## src/rtl/apu_io_pkg.sv

```systemverilog
package apu_io_pkg;

    localparam int DW = 8;
    localparam int AW = 16;
    localparam logic [AW-5:0] PAGE_HI = 12'h00F;

    typedef enum logic [3:0] {
        SEL_CFG  = 4'h0,
        SEL_CTRL = 4'h1,
        SEL_DSPA = 4'h2,
        SEL_DSPD = 4'h3,
        SEL_MB0  = 4'h4,
        SEL_MB1  = 4'h5,
        SEL_MB2  = 4'h6,
        SEL_MB3  = 4'h7,
        SEL_AUX0 = 4'h8,
        SEL_AUX1 = 4'h9,
        SEL_TGT0 = 4'hA,
        SEL_TGT1 = 4'hB,
        SEL_TGT2 = 4'hC,
        SEL_CNT0 = 4'hD,
        SEL_CNT1 = 4'hE,
        SEL_CNT2 = 4'hF
    } reg_sel_e;

    // bit order matches the configuration byte layout
    typedef struct packed {
        logic [1:0] clk_speed;
        logic [1:0] tmr_speed;
        logic       tmr_run;
        logic       ram_off;
        logic       ram_wr_ok;
        logic       tmr_halt;
    } cfg_t;

    // control byte bit positions
    localparam int CTRL_BOOT    = 7;
    localparam int CTRL_CLR_HI  = 5;
    localparam int CTRL_CLR_LO  = 4;

    function automatic logic in_page(input logic [AW-1:0] a);
        return a[AW-1:4] == PAGE_HI;
    endfunction

endpackage

```

## src/rtl/apu_io_inbox.sv

```systemverilog
module apu_io_inbox #(
    parameter int N_PORT = 4,
    parameter int DW     = 8,
    localparam int IW    = $clog2(N_PORT)
) (
    input  logic                        clk,
    input  logic                        rst,
    input  logic                        host_wr,
    input  logic [IW-1:0]               host_idx,
    input  logic [DW-1:0]               host_wdata,
    input  logic [N_PORT-1:0]           clr_mask,
    output logic [N_PORT-1:0][DW-1:0]   q
);
    for (genvar i = 0; i < N_PORT; i++) begin : g_byte
        always_ff @(posedge clk) begin
            if (rst) begin
                q[i] <= '0;
            end else if (clr_mask[i]) begin
                q[i] <= '0;
            end else if (host_wr && host_idx == IW'(i)) begin
                q[i] <= host_wdata;
            end
        end
    end
endmodule

```

## src/rtl/apu_io_tcount.sv

```systemverilog
module apu_io_tcount #(
    parameter int CW = 4
) (
    input  logic          clk,
    input  logic          rst,
    input  logic          tick,
    input  logic          clr,
    output logic [CW-1:0] count
);
    always_ff @(posedge clk) begin
        if (rst || clr) begin
            count <= '0;
        end else if (tick) begin
            count <= count + CW'(1);
        end
    end
endmodule

```

## src/rtl/apu_io_page.sv

```systemverilog
module apu_io_page
    import apu_io_pkg::*;
#(
    parameter int N_TMR  = 3,
    parameter int N_MBOX = 4,
    parameter int N_AUX  = 2,
    parameter int CNT_W  = 4,
    localparam int MIW   = $clog2(N_MBOX)
) (
    input  logic                clk,
    input  logic                rst,
    input  logic [AW-1:0]       bus_addr,
    input  logic                bus_wr,
    input  logic                bus_rd,
    input  logic [DW-1:0]       bus_wdata,
    output logic [DW-1:0]       bus_rdata,
    input  logic                p_flag,
    input  logic [DW-1:0]       ram_rdata,
    output logic                ram_we,
    output logic [AW-1:0]       ram_addr,
    output logic [DW-1:0]       ram_wdata,
    output logic [6:0]          dsp_addr,
    output logic                dsp_we,
    output logic [DW-1:0]       dsp_wdata,
    input  logic [DW-1:0]       dsp_rdata,
    input  logic                host_wr,
    input  logic [MIW-1:0]      host_idx,
    input  logic [DW-1:0]       host_wdata,
    output logic [N_MBOX*DW-1:0] out_mbox,
    output logic [1:0]          cfg_clk_speed,
    output logic [1:0]          cfg_tmr_speed,
    output logic                cfg_tmr_run,
    output logic                cfg_ram_off,
    output logic                cfg_ram_wr_ok,
    output logic                cfg_tmr_halt,
    output logic                boot_rom_en,
    output logic [N_TMR-1:0]    tmr_en,
    output logic [N_TMR-1:0]    tmr_clr,
    input  logic [N_TMR-1:0]    tmr_tick,
    output logic [N_TMR*DW-1:0] tmr_target
);
    localparam int AXW = (N_AUX > 1) ? $clog2(N_AUX) : 1;

    logic                         hit;
    reg_sel_e                     sel;
    logic                         wr_hit;
    logic                         rd_hit;
    logic [1:0]                   tsel;

    cfg_t                         cfg_q;
    logic                         boot_q;
    logic [N_TMR-1:0]             en_q;
    logic [DW-1:0]                dspa_q;
    logic [N_MBOX-1:0][DW-1:0]    outb_q;
    logic [N_AUX-1:0][DW-1:0]     aux_q;
    logic [N_TMR-1:0][DW-1:0]     tgt_q;
    logic [N_MBOX-1:0][DW-1:0]    inb_q;
    logic [N_MBOX-1:0]            inb_clr;
    logic [N_TMR-1:0][CNT_W-1:0]  cnt_q;
    logic [N_TMR-1:0]             cnt_clr;

    assign hit    = in_page(bus_addr);
    assign sel    = reg_sel_e'(bus_addr[3:0]);
    assign wr_hit = bus_wr && hit;
    assign rd_hit = bus_rd && hit;

    // every write also reaches RAM
    assign ram_we    = bus_wr;
    assign ram_addr  = bus_addr;
    assign ram_wdata = bus_wdata;

    // sound register window
    assign dsp_addr  = dspa_q[6:0];
    assign dsp_wdata = bus_wdata;
    assign dsp_we    = wr_hit && sel == SEL_DSPD && !dspa_q[7];

    // register file
    always_ff @(posedge clk) begin
        if (rst) begin
            cfg_q  <= '0;
            boot_q <= 1'b1;
            en_q   <= '0;
            dspa_q <= '0;
            outb_q <= '0;
            aux_q  <= '0;
            tgt_q  <= '0;
        end else if (wr_hit) begin
            case (sel)
                SEL_CFG:  if (!p_flag) cfg_q <= cfg_t'(bus_wdata);
                SEL_CTRL: begin
                    boot_q <= bus_wdata[CTRL_BOOT];
                    en_q   <= bus_wdata[N_TMR-1:0];
                end
                SEL_DSPA: dspa_q <= bus_wdata;
                SEL_MB0, SEL_MB1, SEL_MB2, SEL_MB3:
                    outb_q[bus_addr[MIW-1:0]] <= bus_wdata;
                SEL_AUX0, SEL_AUX1:
                    aux_q[bus_addr[AXW-1:0]] <= bus_wdata;
                SEL_TGT0, SEL_TGT1, SEL_TGT2:
                    tgt_q[2'(bus_addr[3:0] - 4'hA)] <= bus_wdata;
                default: ;
            endcase
        end
    end

    // control-byte side effects
    for (genvar i = 0; i < N_MBOX; i++) begin : g_inb_clr
        localparam int CB = CTRL_CLR_LO + (i / 2);
        assign inb_clr[i] = wr_hit && sel == SEL_CTRL && bus_wdata[CB];
    end

    assign tsel = 2'(bus_addr[3:0] - 4'hD);

    for (genvar i = 0; i < N_TMR; i++) begin : g_tmr
        assign tmr_clr[i] = wr_hit && sel == SEL_CTRL && bus_wdata[i] && !en_q[i];
        assign cnt_clr[i] = tmr_clr[i] ||
                            (rd_hit && bus_addr[3:0] >= 4'hD && tsel == 2'(i));
        apu_io_tcount #(.CW(CNT_W)) u_cnt (
            .clk   (clk),
            .rst   (rst),
            .tick  (tmr_tick[i]),
            .clr   (cnt_clr[i]),
            .count (cnt_q[i])
        );
    end

    apu_io_inbox #(.N_PORT(N_MBOX), .DW(DW)) u_inbox (
        .clk        (clk),
        .rst        (rst),
        .host_wr    (host_wr),
        .host_idx   (host_idx),
        .host_wdata (host_wdata),
        .clr_mask   (inb_clr),
        .q          (inb_q)
    );

    // read mux
    always_comb begin
        bus_rdata = '0;
        if (!hit) begin
            bus_rdata = ram_rdata;
        end else begin
            case (sel)
                SEL_DSPA: bus_rdata = dspa_q;
                SEL_DSPD: bus_rdata = dsp_rdata;
                SEL_MB0, SEL_MB1, SEL_MB2, SEL_MB3:
                    bus_rdata = inb_q[bus_addr[MIW-1:0]];
                SEL_AUX0, SEL_AUX1:
                    bus_rdata = aux_q[bus_addr[AXW-1:0]];
                SEL_CNT0, SEL_CNT1, SEL_CNT2:
                    bus_rdata = DW'(cnt_q[tsel]);
                default: bus_rdata = '0;
            endcase
        end
    end

    assign out_mbox      = outb_q;
    assign tmr_target    = tgt_q;
    assign cfg_clk_speed = cfg_q.clk_speed;
    assign cfg_tmr_speed = cfg_q.tmr_speed;
    assign cfg_tmr_run   = cfg_q.tmr_run;
    assign cfg_ram_off   = cfg_q.ram_off;
    assign cfg_ram_wr_ok = cfg_q.ram_wr_ok;
    assign cfg_tmr_halt  = cfg_q.tmr_halt;
    assign boot_rom_en   = boot_q;
    assign tmr_en        = en_q;

endmodule

```

## config.mk

```make
export PLATFORM = sky130hd
export DESIGN_NAME = apu_io_page
export DESIGN_NICKNAME = d
export VERILOG_FILES = /design/src/rtl/apu_io_pkg.sv /design/src/rtl/apu_io_inbox.sv /design/src/rtl/apu_io_tcount.sv /design/src/rtl/apu_io_page.sv
export SDC_FILE = /design/constraint.sdc
export NUM_CORES = 1
export LEC_CHECK = 0
export ABC_CLOCK_PERIOD_IN_PS = 3200
export BUFFER_PORTS_ARGS = -buffer_cell sky130_fd_sc_hd__buf_4
export CAP_MARGIN = 20
export CORE_AREA = 4 4 127 129
export DETAILED_ROUTE_END_ITERATION = 8
export DIE_AREA = 0 0 131 133
export PLACE_DENSITY_LB_ADDON = 0.1
export SLEW_MARGIN = 20
export SYNTH_ARGS = -nofsm -noshare
export SYNTH_HDL_FRONTEND = slang
export SYNTH_SLANG_ARGS = --single-unit
```

## constraint.sdc

```tcl
create_clock -name clk -period 3.2 [get_ports clk]
set_input_delay 0.16 -clock clk [delete_from_list [all_inputs] [get_ports clk]]
set_output_delay 0.16 -clock clk [all_outputs]
set_load 0.005 [all_outputs]
```

==> metrics.sh <==
STATUS='complete, no violations'
DETAILED_PLACE_HPWL_UM=12700
HTREE_NUM_LEVELS=4
CTS-BUFFERS-INSERTED=17
INITIAL_UTILIZATION=0.439
UNREPAIRED_SETUP_ENDPOINTS_AFTER_GLOBAL_ROUTING='false'
GLOBAL_ROUTE.USAGE.MET3=0.0408
END_KIND='primary output'
POSTSYNTH.ASYNCRESETSHARE=0
CRIT_PATH_TOP_DELAY_CELL='or4_1'
YS_TYPES=48
SLEW_MARGIN_REL=0.411
DRT-INITIAL-DRC-COUNT=210
P_LEAK_uW=0.00393
NUMPLACEDINSTANCES=939
SYNTH_TOP_FAMILY_BY_AREA='multiplexers'
VIAS_PER_CELL=5.26
SYNTH-MAIN-FF-CELL='dfxtp_1'
CELL_CHAIN_OF_THE_CRITICAL_PATH='buf_4, inv_1, ha_1, or4_1, and2_1, a221o_1, o22a_1, buf_4'
SYNTH.FF_LATCH_COUNT=136
POST-ROUTE-MIN-PERIOD_NS=2.66
AREA_OF_THE_MULTI_INPUT_GATES_UM2=3340
CLOCK-SKEW-FINAL_NS=0.00560
CTS_TREE='yes'
HOLD_PATH.CLASS='primary input to flip-flop'
DIE_SPAN_IN_X_UM=131
BUFFER_PORTS.INSERTED=178
CTS_NUM_SINKS=136
SYNTH_ADDER_AREA_SHARE=0.0209
CRITICALPATHCATEGORY='primary input to primary output'
COMPOUND_CELL_AREA_SHARE_OF_THE_YOSYS_NETLIST=0.0622
ROOT_BUFFER='clkbuf_16'
PLACEMENTROWS=45
ANTENNA_CELLS=0
POSTROUTEWIRELENGTH_UM=17700
FIN_NETS=841
CRIT_ARRIVAL_NS=2.50
CRIT_TOP_CELL='buf_4'
PEAKVDDDROP_V=0.000343
GRT_PASS1_WL_UM=27600
GRT_MAX_DEGREE=65
YOSYS-MUX-AREA-FRACTION=0.221
SYNTH_CELLS=650
DETAILROUTE.VIA_COUNT=5117
MAXCAPVIOLCOUNT=0
DETAIL-ROUTE-ANTENNA-NETS=0
FLOORPLAN.DIE.HEIGHT_UM=133
FILLER_CELL_COUNT=1371
CP_NUM_BUF_INV=3
WORST-SLEW-PIN-TRANSITION_NS=0.875
SYNTH_TOP_CELLS_BY_AREA='dfxtp_1 (41%), mux2i_1 (19%), nand2b_1 (8.5%)'
SYNTH.YOSYS.WARNINGS=0
DR.PASS1.ITERS=4
AREA_DELTA_SYNTH_FINAL_PCT=27.0
MET2_TRACK_DEMAND_OVER_RESOURCE_IN_GLOBAL_ROUTING=0.332
CTS.REPORTEDPATHS.CLKPINSLEW_NS=0.06
FLOORPLAN.CORE_AREA_UM2=15000
GRT_UTIL_ALL_LAYERS=0.203
FINAL_STD_CELLS_W_O_FILL=972
SYNTH.MOST_COMMON_CELL='dfxtp_1'
CELLPOWERDENSITY_nW_PER_UM2=491
SLEW_VIOL_FINAL=0
GR-TOTAL-OVERFLOW=0
SYNTH.YOSYS.SEQ_AREA_SHARE=0.413
SYNTH_LARGEST_AREA_CELL='dfxtp_1'
FMAXACHIEVABLE_GHz=0.376
TCRIT_TCLK_FINAL=0.832
DIEAREA_UM2=17400
FIN_TNS_SETUP_NS=0
NETLIST_AREA_BEFORE_PLACEMENT_UM2=6600
DETAIL_ROUTE.DRC_VIOLATIONS=0
FINAL_LAYOUT_SIZE_SUFFIX_GT1_FRAC=0.315
TOP_LEVEL_PORTS=179
NUMBER_OF_ENABLE_TYPE_REGISTER_CELLS_IN_THE_SYNTHESIZED_NETLIST=0
SEQCELLAREA_UM2=2720
POST_SYNTH_AND_OR_NAND_NOR_AREA_FRACTION=0.189
MET1_USAGE=0.266
PLACE.GP.CONGESTION=0.796
CLOCK_LATENCY_NS=0.41
GRT_ANTENNA_BEFORE_REPAIR=0
HOLD_VIOL=0
SETUP-VIOLATIONS-FINAL=0
CRITICAL-PATH-TOP-DELAY-FAMILY='simple AND/OR/NAND/NOR gates'
SYN-MEAN-INSTANCE-AREA_UM2=10.1
SYNTH_XOR_XNOR_AREA_SHARE=0.0119
CRITICAL_PATH_PEAK_FANOUT=16
STARTPOINT_TYPE='primary input'
SYNTH_TOP_CELL_AREA_SHARE=0.413
SYNTH_NETS=720
SLOWEST_DELAY_NS=0.58
GLOBAL_ROUTE.PEAK_USAGE_LAYER='met2'
CP.REQUIRED_NS=3.04
GRT_PASS1_VIAS=5171
CLK_PATH_BUF_DEPTH=2
ROUTED_WIRE_LENGTH_PER_INSTANCE_UM=18.2
SYNTH_TOP_CELLS_BY_COUNT='dfxtp_1 (136), mux2i_1 (123), nand2b_1 (90)'
## final cells by class
cell class	count	share of cell area
clock buffer	21	0.0574
multi-input combinational	415	0.399
clock inverter	11	0.0169
timing repair buffer	186	0.167
tap	188	0.0281
sequential	136	0.325
inverter	15	0.00672
## cells by family (layout without fill, tap and decap cells)
group	after synthesis	after routing
flops	136	136
fa+ha+maj	11	11
simple gates	200	200
xor+xnor	9	9
compound gates	60	60
buf+inv	99	233
mux	135	135
## repair_timing
| item | 4_1_cts | 5_1_grt |
|---|---|---|
| gates resized for setup | 0 | 0 |
| hold buffers | 1 | 0 |
| setup buffers | 0 | 0 |
| endpoints found under the hold margin | 2 | 0 |
## flip-flops by register name, indices dropped and copies added (netlist names)
register           count
cfg_tmr_speed          2
tmr_target            24
g_tmr.u_cnt.count     12
dspa_q                 8
boot_rom_en            1
cfg_ram_wr_ok          1
cfg_tmr_run            1
cfg_clk_speed          2
aux_q                 16
cfg_tmr_halt           1
out_mbox              32
cfg_ram_off            1
u_inbox.q             32
tmr_en                 3
## worst register-to-register path: stages (launching register included)
cell,delay (ns)
dfxtp_1,0.42
ha_1,0.19
nand2_1,0.06
xor2_1,0.14
nor4_1,0.18
## path summary, 6_finish.rpt
check	from	endpoint	slack, ns	cells past startpoint
max	bus_addr[0]	bus_rdata[3]	0.54	8
min	host_wdata[6]	u_inbox.q[30]$_SDFFE_PP0P_	0.01	3
max reg2reg	g_tmr[2].u_cnt.count[0]$_SDFFE_PP0P_	g_tmr[2].u_cnt.count[2]$_SDFFE_PP0P_	2.11	4
min reg2reg	tmr_target[5]$_SDFFE_PP0P_	tmr_target[5]$_SDFFE_PP0P_	0.48	2
## report_power, final
group	leakage [uW]	total, uW	switching, uW	internal, uW
sequential	0.00110	1730	16.7	1720
clock	0.000313	2050	740	1310
combinational	0.00252	333	169	164
## placed cells by master (no fill, tap or decap), drive strengths merged, types with 5 or more instances in the layout
| cell | netlist | layout |
|---|---|---|
| clkbuf | 21 | 21 |
| xor2 | 6 | 6 |
| ha | 11 | 11 |
| inv | 15 | 17 |
| nand2 | 5 | 5 |
| mux2i | 123 | 123 |
| dfxtp | 136 | 136 |
| nand2b | 90 | 90 |
| nand3 | 19 | 19 |
| o21ai | 16 | 16 |
| buf | 63 | 185 |
| nor2 | 39 | 39 |
| o32ai | 8 | 8 |
| clkinv | 0 | 6 |
| nand4 | 6 | 6 |
| nor4 | 17 | 17 |
| a21oi | 15 | 15 |
| mux4 | 8 | 8 |
## stage by stage
step                utilization  worst slack, ns  power (uW)  hold slack, ns  instance area, um2
finish                    0.557            0.538        4110          0.0108                8380
global route              0.557            0.411        4260          0.0199                8380
CTS                       0.557            0.548        4150        0.000519                8380
detailed placement        0.515            0.555        2100           0.433                7740
global placement          0.515            0.630        2090           0.417                7740
floorplan                     -           0.0994        1970           0.304                6600
## routing by layer
metal | vias to the layer above | wire, um | share of wire
met5 | - | 0 | 0
met4 | 0 | 234 | 0.013
met3 | 18 | 1020 | 0.057
met2 | 133 | 8670 | 0.49
met1 | 2485 | 7740 | 0.44
li1 | 2481 | - | -
Note: power is estimated with default switching activity, not from simulation.
